`config.mk`:
```
export PLATFORM = sky130hd
export DESIGN_NAME = ffvl_top
export DESIGN_NICKNAME = d
export VERILOG_FILES = /design/src/rtl/ffvl_pkg.sv /design/src/rtl/ffvl_dpath.sv /design/src/rtl/ffvl_ctrl.sv /design/src/rtl/ffvl_top.sv
export SDC_FILE = /design/constraint.sdc
export NUM_CORES = 1
export LEC_CHECK = 0
export BUFFER_PORTS_ARGS = -buffer_cell sky130_fd_sc_hd__buf_2
export CAP_MARGIN = 15
export CELL_PAD_IN_SITES_DETAIL_PLACEMENT = 0
export CELL_PAD_IN_SITES_GLOBAL_PLACEMENT = 1
export CORE_ASPECT_RATIO = 1.5
export CORE_UTILIZATION = 37
export DETAILED_ROUTE_END_ITERATION = 6
export PLACE_DENSITY = 0.85
export SLEW_MARGIN = 20
export SYNTH_ARGS = -nofsm -noshare
export SYNTH_HDL_FRONTEND = slang
export SYNTH_SLANG_ARGS = --single-unit
```
`constraint.sdc`:
```
create_clock -name clk -period 2.3 [get_ports clk]
set_clock_uncertainty 0.05 [all_clocks]
set_input_delay 0.46 -clock clk [delete_from_list [all_inputs] [get_ports clk]]
set_output_delay 0.46 -clock clk [all_outputs]
set_load 0.005 [all_outputs]
```
`src/rtl/ffvl_pkg.sv`:
```
package ffvl_pkg;

  typedef enum logic [1:0] {
    ST_IDLE = 2'd0,
    ST_RUN  = 2'd1,
    ST_DONE = 2'd2
  } ffState_e;

  typedef enum logic [1:0] {
    VL_REQ_IN   = 2'd0,
    VL_REQ_REG  = 2'd1,
    VL_CUR_IDX  = 2'd2,
    VL_NEXT_IDX = 2'd3
  } vlSel_e;

  typedef struct packed {
    logic   ldReq;
    logic   incCnt;
    logic   vlLoad;
    vlSel_e vlSel;
    logic   setExc;
    logic   setIll;
  } ffStrobe_t;

endpackage

```
`src/rtl/ffvl_dpath.sv`:
```
module ffvl_dpath
  import ffvl_pkg::*;
#(
  parameter int VLW = 5
) (
  input  logic           clk,
  input  logic           rstN,
  input  ffStrobe_t      stb,
  input  logic [VLW-1:0] reqVl,
  output logic [VLW-1:0] elemCnt,
  output logic [VLW-1:0] vlOut,
  output logic           excOut,
  output logic           illOut,
  output logic           cntZero,
  output logic           lastElem,
  output logic           reqInZero
);

  logic [VLW-1:0] reqVlReg;
  logic [VLW-1:0] vlReg;
  logic [VLW-1:0] vlNext;
  logic [VLW-1:0] cntPlus;
  logic           excReg;
  logic           illReg;

  assign cntPlus   = elemCnt + VLW'(1);
  assign cntZero   = (elemCnt == '0);
  assign lastElem  = (cntPlus == reqVlReg);
  assign reqInZero = (reqVl == '0);

  always_comb begin
    unique case (stb.vlSel)
      VL_REQ_IN:   vlNext = reqVl;
      VL_REQ_REG:  vlNext = reqVlReg;
      VL_CUR_IDX:  vlNext = elemCnt;
      VL_NEXT_IDX: vlNext = cntPlus;
      default:     vlNext = reqVlReg;
    endcase
  end

  always_ff @(posedge clk or negedge rstN) begin
    if (!rstN) begin
      reqVlReg <= '0;
      elemCnt  <= '0;
    end else if (stb.ldReq) begin
      reqVlReg <= reqVl;
      elemCnt  <= '0;
    end else if (stb.incCnt) begin
      elemCnt  <= cntPlus;
    end
  end

  always_ff @(posedge clk or negedge rstN) begin
    if (!rstN) begin
      vlReg  <= '0;
      excReg <= 1'b0;
      illReg <= 1'b0;
    end else begin
      if (stb.vlLoad) vlReg <= vlNext;
      if (stb.ldReq) begin
        excReg <= stb.setExc;
        illReg <= stb.setIll;
      end else begin
        if (stb.setExc) excReg <= 1'b1;
        if (stb.setIll) illReg <= 1'b1;
      end
    end
  end

  assign vlOut  = vlReg;
  assign excOut = excReg;
  assign illOut = illReg;

  AST_TRUNC_NONZERO: assert property (@(posedge clk) disable iff (!rstN)
    (stb.vlLoad && stb.vlSel == VL_CUR_IDX) |-> (elemCnt != '0));
  AST_EXC_KEEPS_VL: assert property (@(posedge clk) disable iff (!rstN)
    $rose(excReg) |-> (vlReg == reqVlReg));
  AST_CNT_BOUND: assert property (@(posedge clk) disable iff (!rstN)
    elemCnt <= reqVlReg);

endmodule

```
`src/rtl/ffvl_ctrl.sv`:
```
module ffvl_ctrl
  import ffvl_pkg::*;
#(
  parameter bit FORCE_SINGLE = 1'b0
) (
  input  logic      clk,
  input  logic      rstN,
  input  logic      start,
  input  logic      baseIsVec,
  input  logic      vertMode,
  input  logic      elemAck,
  input  logic      elemFault,
  input  logic      stopReq,
  input  logic      cntZero,
  input  logic      lastElem,
  input  logic      reqInZero,
  input  logic      illState,
  output ffStrobe_t stb,
  output logic      elemReqO,
  output logic      wbEnO,
  output logic      cancelO,
  output logic      doneO
);

  ffState_e state, stateNext;
  logic     forceStop;

  generate
    if (FORCE_SINGLE) begin : g_single
      assign forceStop = cntZero;
    end else begin : g_normal
      assign forceStop = 1'b0;
    end
  endgenerate

  always_ff @(posedge clk or negedge rstN) begin
    if (!rstN) state <= ST_IDLE;
    else       state <= stateNext;
  end

  always_comb begin
    stb       = '0;
    stb.vlSel = VL_REQ_REG;
    stateNext = state;
    wbEnO     = 1'b0;
    cancelO   = 1'b0;
    unique case (state)
      ST_IDLE: begin
        if (start) begin
          stb.ldReq = 1'b1;
          if (baseIsVec || vertMode) begin
            stb.setIll  = 1'b1;
            stb.vlLoad  = 1'b1;
            stb.vlSel   = VL_REQ_IN;
            stateNext   = ST_DONE;
          end else if (reqInZero) begin
            stb.vlLoad  = 1'b1;
            stb.vlSel   = VL_REQ_IN;
            stateNext   = ST_DONE;
          end else begin
            stateNext   = ST_RUN;
          end
        end
      end
      ST_RUN: begin
        if (elemAck) begin
          if (elemFault) begin
            stb.vlLoad = 1'b1;
            stateNext  = ST_DONE;
            if (cntZero) begin
              stb.setExc = 1'b1;
              stb.vlSel  = VL_REQ_REG;
            end else begin
              cancelO    = 1'b1;
              stb.vlSel  = VL_CUR_IDX;
            end
          end else begin
            wbEnO      = 1'b1;
            stb.incCnt = 1'b1;
            if (lastElem) begin
              stb.vlLoad = 1'b1;
              stb.vlSel  = VL_REQ_REG;
              stateNext  = ST_DONE;
            end else if (stopReq || forceStop) begin
              stb.vlLoad = 1'b1;
              stb.vlSel  = VL_NEXT_IDX;
              stateNext  = ST_DONE;
            end
          end
        end
      end
      ST_DONE: stateNext = ST_IDLE;
      default: stateNext = ST_IDLE;
    endcase
  end

  assign elemReqO = (state == ST_RUN);
  assign doneO    = (state == ST_DONE);

  AST_CANCEL_LATER_ONLY: assert property (@(posedge clk) disable iff (!rstN)
    cancelO |-> !cntZero);
  AST_FAULT_ENDS: assert property (@(posedge clk) disable iff (!rstN)
    (elemReqO && elemAck && elemFault) |=> doneO);
  AST_ILLEGAL_NO_REQ: assert property (@(posedge clk) disable iff (!rstN)
    illState |-> !elemReqO);
  AST_NO_REQ_AFTER_DONE: assert property (@(posedge clk) disable iff (!rstN)
    doneO |=> !elemReqO);

endmodule

```
`src/rtl/ffvl_top.sv`:
```
module ffvl_top
  import ffvl_pkg::*;
#(
  parameter int MAX_VL       = 16,
  parameter bit FORCE_SINGLE = 1'b0,
  localparam int VLW         = $clog2(MAX_VL + 1)
) (
  input  logic           clk,
  input  logic           rstN,
  input  logic           start,
  input  logic [VLW-1:0] reqVl,
  input  logic           baseIsVec,
  input  logic           vertMode,
  output logic           elemReq,
  output logic [VLW-1:0] elemIdx,
  input  logic           elemAck,
  input  logic           elemFault,
  input  logic           stopReq,
  output logic           wbEn,
  output logic           cancel,
  output logic           exception,
  output logic           illegal,
  output logic           done,
  output logic [VLW-1:0] finalVl
);

  ffStrobe_t stb;
  logic      cntZero;
  logic      lastElem;
  logic      reqInZero;

  ffvl_ctrl #(.FORCE_SINGLE(FORCE_SINGLE)) uCtrl (
    .clk(clk), .rstN(rstN), .start(start), .baseIsVec(baseIsVec),
    .vertMode(vertMode), .elemAck(elemAck), .elemFault(elemFault),
    .stopReq(stopReq), .cntZero(cntZero), .lastElem(lastElem),
    .reqInZero(reqInZero), .illState(illegal), .stb(stb),
    .elemReqO(elemReq), .wbEnO(wbEn), .cancelO(cancel), .doneO(done)
  );

  ffvl_dpath #(.VLW(VLW)) uDpath (
    .clk(clk), .rstN(rstN), .stb(stb), .reqVl(reqVl),
    .elemCnt(elemIdx), .vlOut(finalVl), .excOut(exception),
    .illOut(illegal), .cntZero(cntZero), .lastElem(lastElem),
    .reqInZero(reqInZero)
  );

endmodule

```
==> flow_metrics.tcl <==
set metrics [dict create \
    grt_util_met1_pct 24.6 \
    fillers 329 \
    synth_cells 138 \
    synthTopCellsByArea "dfrtp_1 (35%), mux2_2 (5.0%), xnor2_1 (3.9%), nand2_1 (3.3%), xor2_1 (3.2%)" \
    violations "setup timing" \
    cts_root_buf "clkbuf_8" \
    nNetsFinal 207 \
    rsz0062_at_grt "yes" \
    placed_area_um2 1700 \
    syn_area_um2 1360 \
    finalMaxSlewViolations 0 \
    cp-end-kind "register" \
    synth_top_area_share_pct 34.9 \
    slew_headroom_pct 65.8 \
    yosysMostFrequentCell "dfrtp_1" \
    synth-main-ff-cell "dfrtp_1" \
    yosysTopAreaCell "dfrtp_1" \
    cts_tree "yes" \
    synth.distinct_cells 52 \
    holdBufCountCts 0 \
    worstPathArrival_ps 2400 \
    max_stage_delay_ps 410 \
    status "complete, but fails checks" \
    die_area_um2 3930 \
    r2r_cells 8 \
    cap_viol_max_count 0 \
    rows 26 \
    totalWireLength_mm 3.61 \
    power_density_nw_per_um2 629 \
    path_class "reg2reg" \
    worstSkewPairLatency_ps 260 \
    routed_via_density 5.34 \
    leakagePower_nw 0.853 \
    fin_tns_setup_ps -2.57 \
    worstSetupStartpoint "uDpath.elemCnt[1]" \
    initial_core_util_pct 39.5 \
    ioPinCount 29 \
    crit_fanout 6 \
    clockBufferDepth 2 \
    cts.htree.levels 1 \
    vias 1244 \
    cts.sinks 19 \
    use_met3_pct 2.40 \
    synth_common_cells "dfrtp_1 (19), nand2_1 (12), nor2_1 (9)" \
    dr.pass1.iters 4 \
    max_freq_ghz 0.434 \
    antenna_found_initial 0 \
    critPathLaunchType "register" \
    hold_path_class "in2async" \
    async_flop_share_pct 100 \
    cp_data_required_time_ps 2400 \
    hold_ws_ps 79.2 \
    drt_iter0_markers 43 \
    grt_usage_pct 20.6 \
    crit_end "uDpath.vlOut[0]" \
    ys_ff_latch 19 \
    grt_pass1_wl_mm 6.15 \
    period_needed_ps 2300 \
    die_height_um 76.3 \
    hold_viol 0 \
    critPathSlowestCell "dfrtp_1" \
    fin_crit_sh_pct 100 \
    wl_per_cell_um 15.5 \
    syn-num-nets 153 \
    numPortBuffers 28 \
    core_um2 3450 \
    n_antenna_cell 0 \
    synth-edff-count 0 \
    r2r-end "uDpath.vlOut[0]" \
    cts_made_buffers 3 \
    path_cells "inv_2 -> ha_4 -> xor2_1 -> a211o_1 -> a211oi_4 -> o31ai_4 -> nand2_2 -> mux2_4" \
    ir_drop_uv 475 \
    synth.yosys.seq_area_share_pct 34.9 \
    grt_max_degree 20 \
    syn_avg_cell_area_um2 9.87 \
    place.gp.congestion 0.933 \
    stdcell_area_um2 1810 \
    die_x_um 51.6 \
    setup_ws_ps -2.57 \
    grtUsageMet2_pct 34.5 \
    area_growth_pct 33.0 \
    drive_above_1_share_pct 45.0 \
    setup_viol 1 \
    grt_overflow 0 \
    dp_hpwl_mm 2.80 \
    yosysWarnings 0 \
    clk_pin_slew_ps 70 \
    grt_pass1_vias 1331 \
    tightestPinTransition_ps 507 \
    drc 0 \
    antenna_left 0 \
    r2r_start "uDpath.elemCnt[1]" \
    busiest_layer "met2" \
    regToRegSetupSlack_ps -3 \
]
-- cell type report --
type                    instances  area (um^2)  share of cell area [%]
clock buffers                   4         45.0                    2.49
repair buffers                 57          365                    20.2
multi-input cells             105          847                    46.8
well taps                      42         52.6                    2.90
flip-flops and latches         19          477                    26.3
inverters                       6         25.0                    1.38
-- state kept, by name, indices dropped and copies added, names as in the netlist --
name and count:
uCtrl.state 2, uDpath.elemCnt 5, uDpath.excOut 1, uDpath.illOut 1
uDpath.reqVlReg 5, uDpath.vlOut 5
-- power breakdown --
group	switching (mW)	internal [mW]	total, mW
registers	0.0603	0.402	0.462
logic	0.212	0.229	0.441
clock network	0.113	0.123	0.236
total	0.385	0.755	1.14
-- per-stage QoR --
stage               total power, mW  setup slack (ps)  std cells  util [%]
floorplan                     0.700              14.8        138         -
global placement              0.844             -63.2        224      49.2
detailed placement            0.859             -85.3        224      49.2
CTS                            1.10              18.8        228      50.6
global route                   1.20             -71.5        233      52.5
finish                         1.14             -2.57        233      52.5
-- layout by cell type, fill, tap and decap left out, types with 5 or more instances in the layout --
cell type  synthesis  layout
nor2_1             9       9
buf_2              3      28
dfrtp_1           19      18
nand3_1            5       5
mux2_2             6       6
xor2_1             5       5
xnor2_1            6       6
buf_4              1      27
o21ai_0            7       7
nand2_1           12      12
-- kinds of logic after synthesis --
family	share of synthesized area [%]
compound gates	19.4
flops	34.9
simple gates	22.1
fa+ha+maj	1.84
buf+inv	5.51
mux	7.99
xor+xnor	8.26
-- worst max-delay path: cells and delay by family, from the launching register on --
| kind | cells | cell delay, ps |
|---|---|---|
| compound gates | 3 | 850 |
| xor+xnor | 1 | 140 |
| simple gates | 1 | 120 |
| buf+inv | 1 | 100 |
| mux | 1 | 300 |
| fa+ha+maj | 1 | 210 |
| flops | 1 | 410 |
-- worst min path at each step --
stage	start	end	slack, ps
finish	rstN	uDpath.reqVlReg[2]	80
global placement	rstN	uDpath.elemCnt[1]	370
global route	rstN	uDpath.elemCnt[3]	120
detailed placement	rstN	uDpath.elemCnt[0]	380
floorplan	rstN	uCtrl.state[0]	110
CTS	rstN	uDpath.elemCnt[0]	90
-- routing by layer --
metal	vias to the layer above	wire, um
li1	599	-
met1	607	1460
met2	31	1960
met3	7	105
met4	0	82
met5	-	0
-- what timing repair did --
| item | 4_1_cts | 5_1_grt |
|---|---|---|
| gates resized for setup | 1 | 9 |
| gates cloned | 0 | 0 |
| setup endpoints to repair | 4 | 6 |
| buffers inserted | 0 | 5 |
| pin swaps | 1 | 9 |
(Power assumes the default switching activity.)
